[src/rtl/spr_pkg.sv]
package spr_pkg;

  typedef enum logic [1:0] {
    EL_RESET = 2'b00,
    EL_PROP  = 2'b01,
    EL_SET   = 2'b10
  } spr_elem_e;

  // Classify one bit position from its two operand bits.
  function automatic spr_elem_e spr_classify(input logic a, input logic b);
    if (a && b)      return EL_SET;
    else if (a || b) return EL_PROP;
    else             return EL_RESET;
  endfunction

  // Product of an earlier element with a later one.
  function automatic spr_elem_e spr_combine(input spr_elem_e early, input spr_elem_e late);
    return (late == EL_PROP) ? early : late;
  endfunction

  // Result bit from operand bits and incoming carry.
  function automatic logic spr_sum_bit(input logic a, input logic b, input logic cin);
    return a ^ b ^ cin;
  endfunction

endpackage

[src/rtl/spr_encode.sv]
module spr_encode
  import spr_pkg::*;
#(
  parameter int N = 16
) (
  input  logic [N-1:0]      op_a,
  input  logic [N-1:0]      op_b,
  output logic [N-1:0][1:0] elem,
  output logic [N-1:0]      is_set,
  output logic [N-1:0]      is_prop
);

  for (genvar i = 0; i < N; i++) begin : g_bit
    assign elem[i]    = spr_classify(op_a[i], op_b[i]);
    assign is_set[i]  = (elem[i] == EL_SET);
    assign is_prop[i] = (elem[i] == EL_PROP);
  end

endmodule

[src/rtl/spr_interval_tree.sv]
module spr_interval_tree #(
  parameter int LG = 4,
  localparam int NP = 1 << LG
) (
  input  logic [NP-1:0]        is_set,
  input  logic [NP-1:0]        is_prop,
  output logic [LG:0][NP-1:0]  iv_set,
  output logic [LG:0][NP-1:0]  iv_prop
);

  // Level lv holds NP>>lv aligned intervals of width 2**lv.
  for (genvar lv = 0; lv <= LG; lv++) begin : g_lvl
    localparam int W = 1 << lv;
    for (genvar k = 0; k < NP; k++) begin : g_idx
      if (k < (NP >> lv)) begin : g_node
        localparam int B = k * W;
        logic [W-1:0] term;
        for (genvar j = 0; j < W; j++) begin : g_term
          if (j == W - 1) begin : g_last
            assign term[j] = is_set[B+j];
          end else begin : g_mid
            assign term[j] = is_set[B+j] & (&is_prop[B+W-1:B+j+1]);
          end
        end
        assign iv_set[lv][k]  = |term;
        assign iv_prop[lv][k] = &is_prop[B+W-1:B];
      end else begin : g_none
        assign iv_set[lv][k]  = 1'b0;
        assign iv_prop[lv][k] = 1'b0;
      end
    end
  end

endmodule

[src/rtl/spr_prefix_combine.sv]
module spr_prefix_combine #(
  parameter int N  = 16,
  parameter int LG = 4,
  localparam int NP = 1 << LG
) (
  input  logic [LG:0][NP-1:0] iv_set,
  input  logic [LG:0][NP-1:0] iv_prop,
  output logic [N-1:0]        pre_set
);

  logic unused_iv;
  assign unused_iv = ^{iv_set, iv_prop};

  // Prefix of positions 0..i has length L; each set bit b of L picks one
  // interval at level b, lower positions first (high bits of L first).
  for (genvar i = 0; i < N; i++) begin : g_pre
    localparam int L = i + 1;
    logic [LG:0] sel_s;
    logic [LG:0] sel_p;
    logic [LG:0] tm;
    for (genvar b = 0; b <= LG; b++) begin : g_sel
      localparam int IDX = (L >> (b + 1)) << 1;
      if (((L >> b) & 1) == 1) begin : g_use
        assign sel_s[b] = iv_set[b][IDX];
        assign sel_p[b] = iv_prop[b][IDX];
      end else begin : g_skip
        assign sel_s[b] = 1'b0;
        assign sel_p[b] = 1'b1;
      end
      if (b == 0) begin : g_t0
        assign tm[b] = sel_s[b];
      end else begin : g_tn
        assign tm[b] = sel_s[b] & (&sel_p[b-1:0]);
      end
    end
    logic unused_top;
    assign unused_top = sel_p[LG];
    assign pre_set[i] = |tm;
  end

endmodule

[src/rtl/spr_prefix_adder.sv]
module spr_prefix_adder
  import spr_pkg::*;
#(
  parameter int N = 16
) (
  input  logic [N-1:0] op_a,
  input  logic [N-1:0] op_b,
  output logic [N:0]   sum
);

  localparam int LG = (N > 1) ? $clog2(N) : 1;
  localparam int NP = 1 << LG;

  logic [N-1:0][1:0]     elem;
  logic [N-1:0]          is_set;
  logic [N-1:0]          is_prop;
  logic [NP-1:0]         set_pad;
  logic [NP-1:0]         prop_pad;
  logic [LG:0][NP-1:0]   iv_set;
  logic [LG:0][NP-1:0]   iv_prop;
  logic [N-1:0]          pre_set;
  logic [N:0]            carry;

  spr_encode #(.N(N)) u_encode (
    .op_a    (op_a),
    .op_b    (op_b),
    .elem    (elem),
    .is_set  (is_set),
    .is_prop (is_prop)
  );

  if (NP > N) begin : g_pad
    assign set_pad  = {{(NP-N){1'b0}}, is_set};
    assign prop_pad = {{(NP-N){1'b0}}, is_prop};
  end else begin : g_nopad
    assign set_pad  = is_set;
    assign prop_pad = is_prop;
  end

  spr_interval_tree #(.LG(LG)) u_tree (
    .is_set  (set_pad),
    .is_prop (prop_pad),
    .iv_set  (iv_set),
    .iv_prop (iv_prop)
  );

  spr_prefix_combine #(.N(N), .LG(LG)) u_combine (
    .iv_set  (iv_set),
    .iv_prop (iv_prop),
    .pre_set (pre_set)
  );

  // Empty prefix is reset: no carry into bit 0.
  assign carry[0]   = 1'b0;
  assign carry[N:1] = pre_set;

  for (genvar i = 0; i < N; i++) begin : g_sum
    assign sum[i] = spr_sum_bit(op_a[i], op_b[i], carry[i]);
  end
  assign sum[N] = carry[N];

endmodule

[config.mk]
export PLATFORM = sky130hd
export DESIGN_NAME = spr_prefix_adder
export DESIGN_NICKNAME = d
export VERILOG_FILES = /design/src/rtl/spr_pkg.sv /design/src/rtl/spr_encode.sv /design/src/rtl/spr_interval_tree.sv /design/src/rtl/spr_prefix_combine.sv /design/src/rtl/spr_prefix_adder.sv
export SDC_FILE = /design/constraint.sdc
export NUM_CORES = 1
export LEC_CHECK = 0
export BUFFER_PORTS_ARGS = -buffer_cell sky130_fd_sc_hd__buf_2
export CORE_MARGIN = 8
export CORE_UTILIZATION = 47
export DETAILED_ROUTE_END_ITERATION = 8
export GPL_ROUTABILITY_DRIVEN = 0
export PLACE_DENSITY = 0.94
export SKIP_LAST_GASP = 1
export SYNTH_ARGS = -nofsm -noshare
export SYNTH_HDL_FRONTEND = slang
export SYNTH_SLANG_ARGS = --single-unit
export TNS_END_PERCENT = 30
[constraint.sdc]
create_clock -name vclk -period 3
set_input_delay 0.45 -clock vclk [all_inputs]
set_output_delay 0.45 -clock vclk [all_outputs]
set_load 0.01 [all_outputs]
==> impl_metrics.toml <==
[routing]
drtIter0Drc = 24
wire_per_inst_um = 13.8
routed_via_density = 5.55
drc = 0
wirelength_um = 2570
antenna_left = 0
drt-pass1-iter-count = 4
vias = 1033

[timing]
fin_crit_sh_pct = 96.0
fmax_mhz = 347
setup_viol = 0
relSlewSlack_pct = 63.2
final_max_slew_viol_count = 0
period_minus_slack_ns = 2.88
finalHoldViolations = 0
fin_tns_setup_ns = 0
rsz0062_at_grt = "false"
worst_pin_slew_ns = 0.552

[min_path]
hp-class = "in -> out"
whs_path_depth = 3
worstHoldStart = "op_b[0]"
whs_endpoint = "sum[0]"

[global_route]
grt_pass1_wl_um = 4260
grt_max_degree = 11
grt_pass1_vias = 1068
grtUsageMet2_pct = 27.6
grt_antenna_before_repair = 0
use_met3_pct = 3.26
grt.busiest_layer = "met2"
met1_usage_pct = 15.7
grt_overflow_total = 0
grt_util_all_layers_pct = 14.4

[synthesis]
netlist_instances = 114
synth_nets = 166
syn_avg_cell_area_um2 = 7.56
ys_types = 39
netlist_area_um2 = 862
yosysSeqAreaShare_pct = 0
synth_top_area_share_pct = 23.2
synthTopCellsByArea = "ha_1 (23%), fa_1 (9.3%), inv_1 (7.4%)"
synth_area_leader_cell = "ha_1"
yosysWarnings = 0

[floorplanning]
initial_utilization_pct = 49.9
num_rows = 15
core_area_um2 = 1730
fp.dieW_um = 58.8
dieHeight_um = 58.8
ios = 49
dieArea_um2 = 3460

[layout]
drive_gt1_share_pct = 34.2
mostFrequentLayoutCell = "buf_2"
syn2layout_area_growth_pct = 31.1
n_sequential_cell = 0
final_cell_mix = "buf_2 (49), inv_1 (17), ha_1 (16)"
layout.area.seq_um2 = 0
nNetsFinal = 215
n_antenna_cell = 0
utilization_pct = 65.4
clock_buffers = 0

[clock_network]
hold_buffers = 0

[place]
io_buffers = 49
post-dp-hpwl_um = 2260

[power_and_ir_drop]
irDropWorstVdd_uv = 126
p_leak_uw = 0.000650
power_density_nw_per_um2 = 231

[worst_setup_path]
endpoint_kind = "primary output"
slowest_delay_ns = 0.48
slowest_stage = "or4b_1"
worstPathRequired_ns = 2.55
path_max_fanout = 8
critPathArrivalTime_ns = 2.43
start_kind = "input pin"
crit_type = "in -> out"
worstPathCellList = "buf_2, ha_1, a21o_1, o21a_1, or2_1, or4b_1, and3_1, buf_2"
critPathMostFrequentCell = "buf_2"

[run_status]
outcome = "finished clean"

[run]
drv_cap = 0
layer usage:
layer	wire, µm	up-vias
met3	220	2
met1	1070	459
li1	-	524
met2	1260	48
met4	15	0
met5	0	-
worst max-delay path by stage:
stage,slack [ns],from,end,depth (start not counted)
after floorplan,0.41,op_a[3],sum[8],8
after global placement,0.16,op_a[7],sum[12],8
after detailed placement,0.08,op_a[7],sum[12],8
after CTS,0.09,op_a[7],sum[12],8
after global routing,0.03,op_a[7],sum[12],8
final,0.12,op_a[7],sum[12],8
power by group:
group,internal [µW],switching [µW],total [µW]
Combinational,120,141,261
Clock,0,0,0
Sequential,0,0,0
Total,120,141,261
cell usage after synthesis, drive strengths merged (2+ instances only):
cell type and number:
inv 17, xnor2 3, o211ai 2, or4 2
clkbuf 2, a21oi 9, nand2 3, o2111ai 2
nor3 6, nand3 5, fa 4, a211o 2
ha 16, buf 2, xor2 2, nand4 4
and3 3, a21o 7, nor2 3, nand3b 2
cell type report:
cell class	count	area, µm²
inverters	17	63.8
multi-input cells	93	774
fillers	159	597
well taps	25	31.3
repair buffers	51	260
repair_timing:
item,CTS,global route
buffers inserted,0,0
resized for setup,0,1
endpoints found under the setup margin,0,1
hold endpoints to repair,0,0
per-stage QoR:
| stage | cell area (µm²) | total power [µW] | cells | setup slack [ns] | hold WS, ns |
|---|---|---|---|---|---|
| 2_1_floorplan | 862 | 168 | 114 | 0.409 | 1.04 |
| 3_3_place_gp | 1130 | 249 | 186 | 0.164 | 1.20 |
| 3_5_place_dp | 1130 | 261 | 186 | 0.0837 | 1.21 |
| 4_1_cts | 1130 | 262 | 186 | 0.0874 | 1.22 |
| 5_1_grt | 1130 | 293 | 186 | 0.0323 | 1.23 |
| 6_report | 1130 | 261 | 186 | 0.121 | 1.22 |
critical path: cells and delay by family:
| kind | cells | cell delay, ns |
|---|---|---|
| AOI/OAI and AO/OA | 2 | 0.41 |
| buffers and inverters | 2 | 0.23 |
| and+or+nand+nor | 3 | 0.98 |
| adders and majority gates | 1 | 0.36 |
logic make-up (layout without fill, tap and decap cells):
logic type               count (synthesis)  in the layout  share of synthesized area [%]
buffers and inverters                   21             68                           10.2
AO/OA/AOI/OAI                           33             33                           28.4
XOR/XNOR                                 5              5                           5.08
multiplexers                             1              1                           1.16
AND/OR/NAND/NOR                         34             34                           22.6
adder cells (fa/ha/maj)                 20             20                           32.5
(Power assumes the default switching activity.)
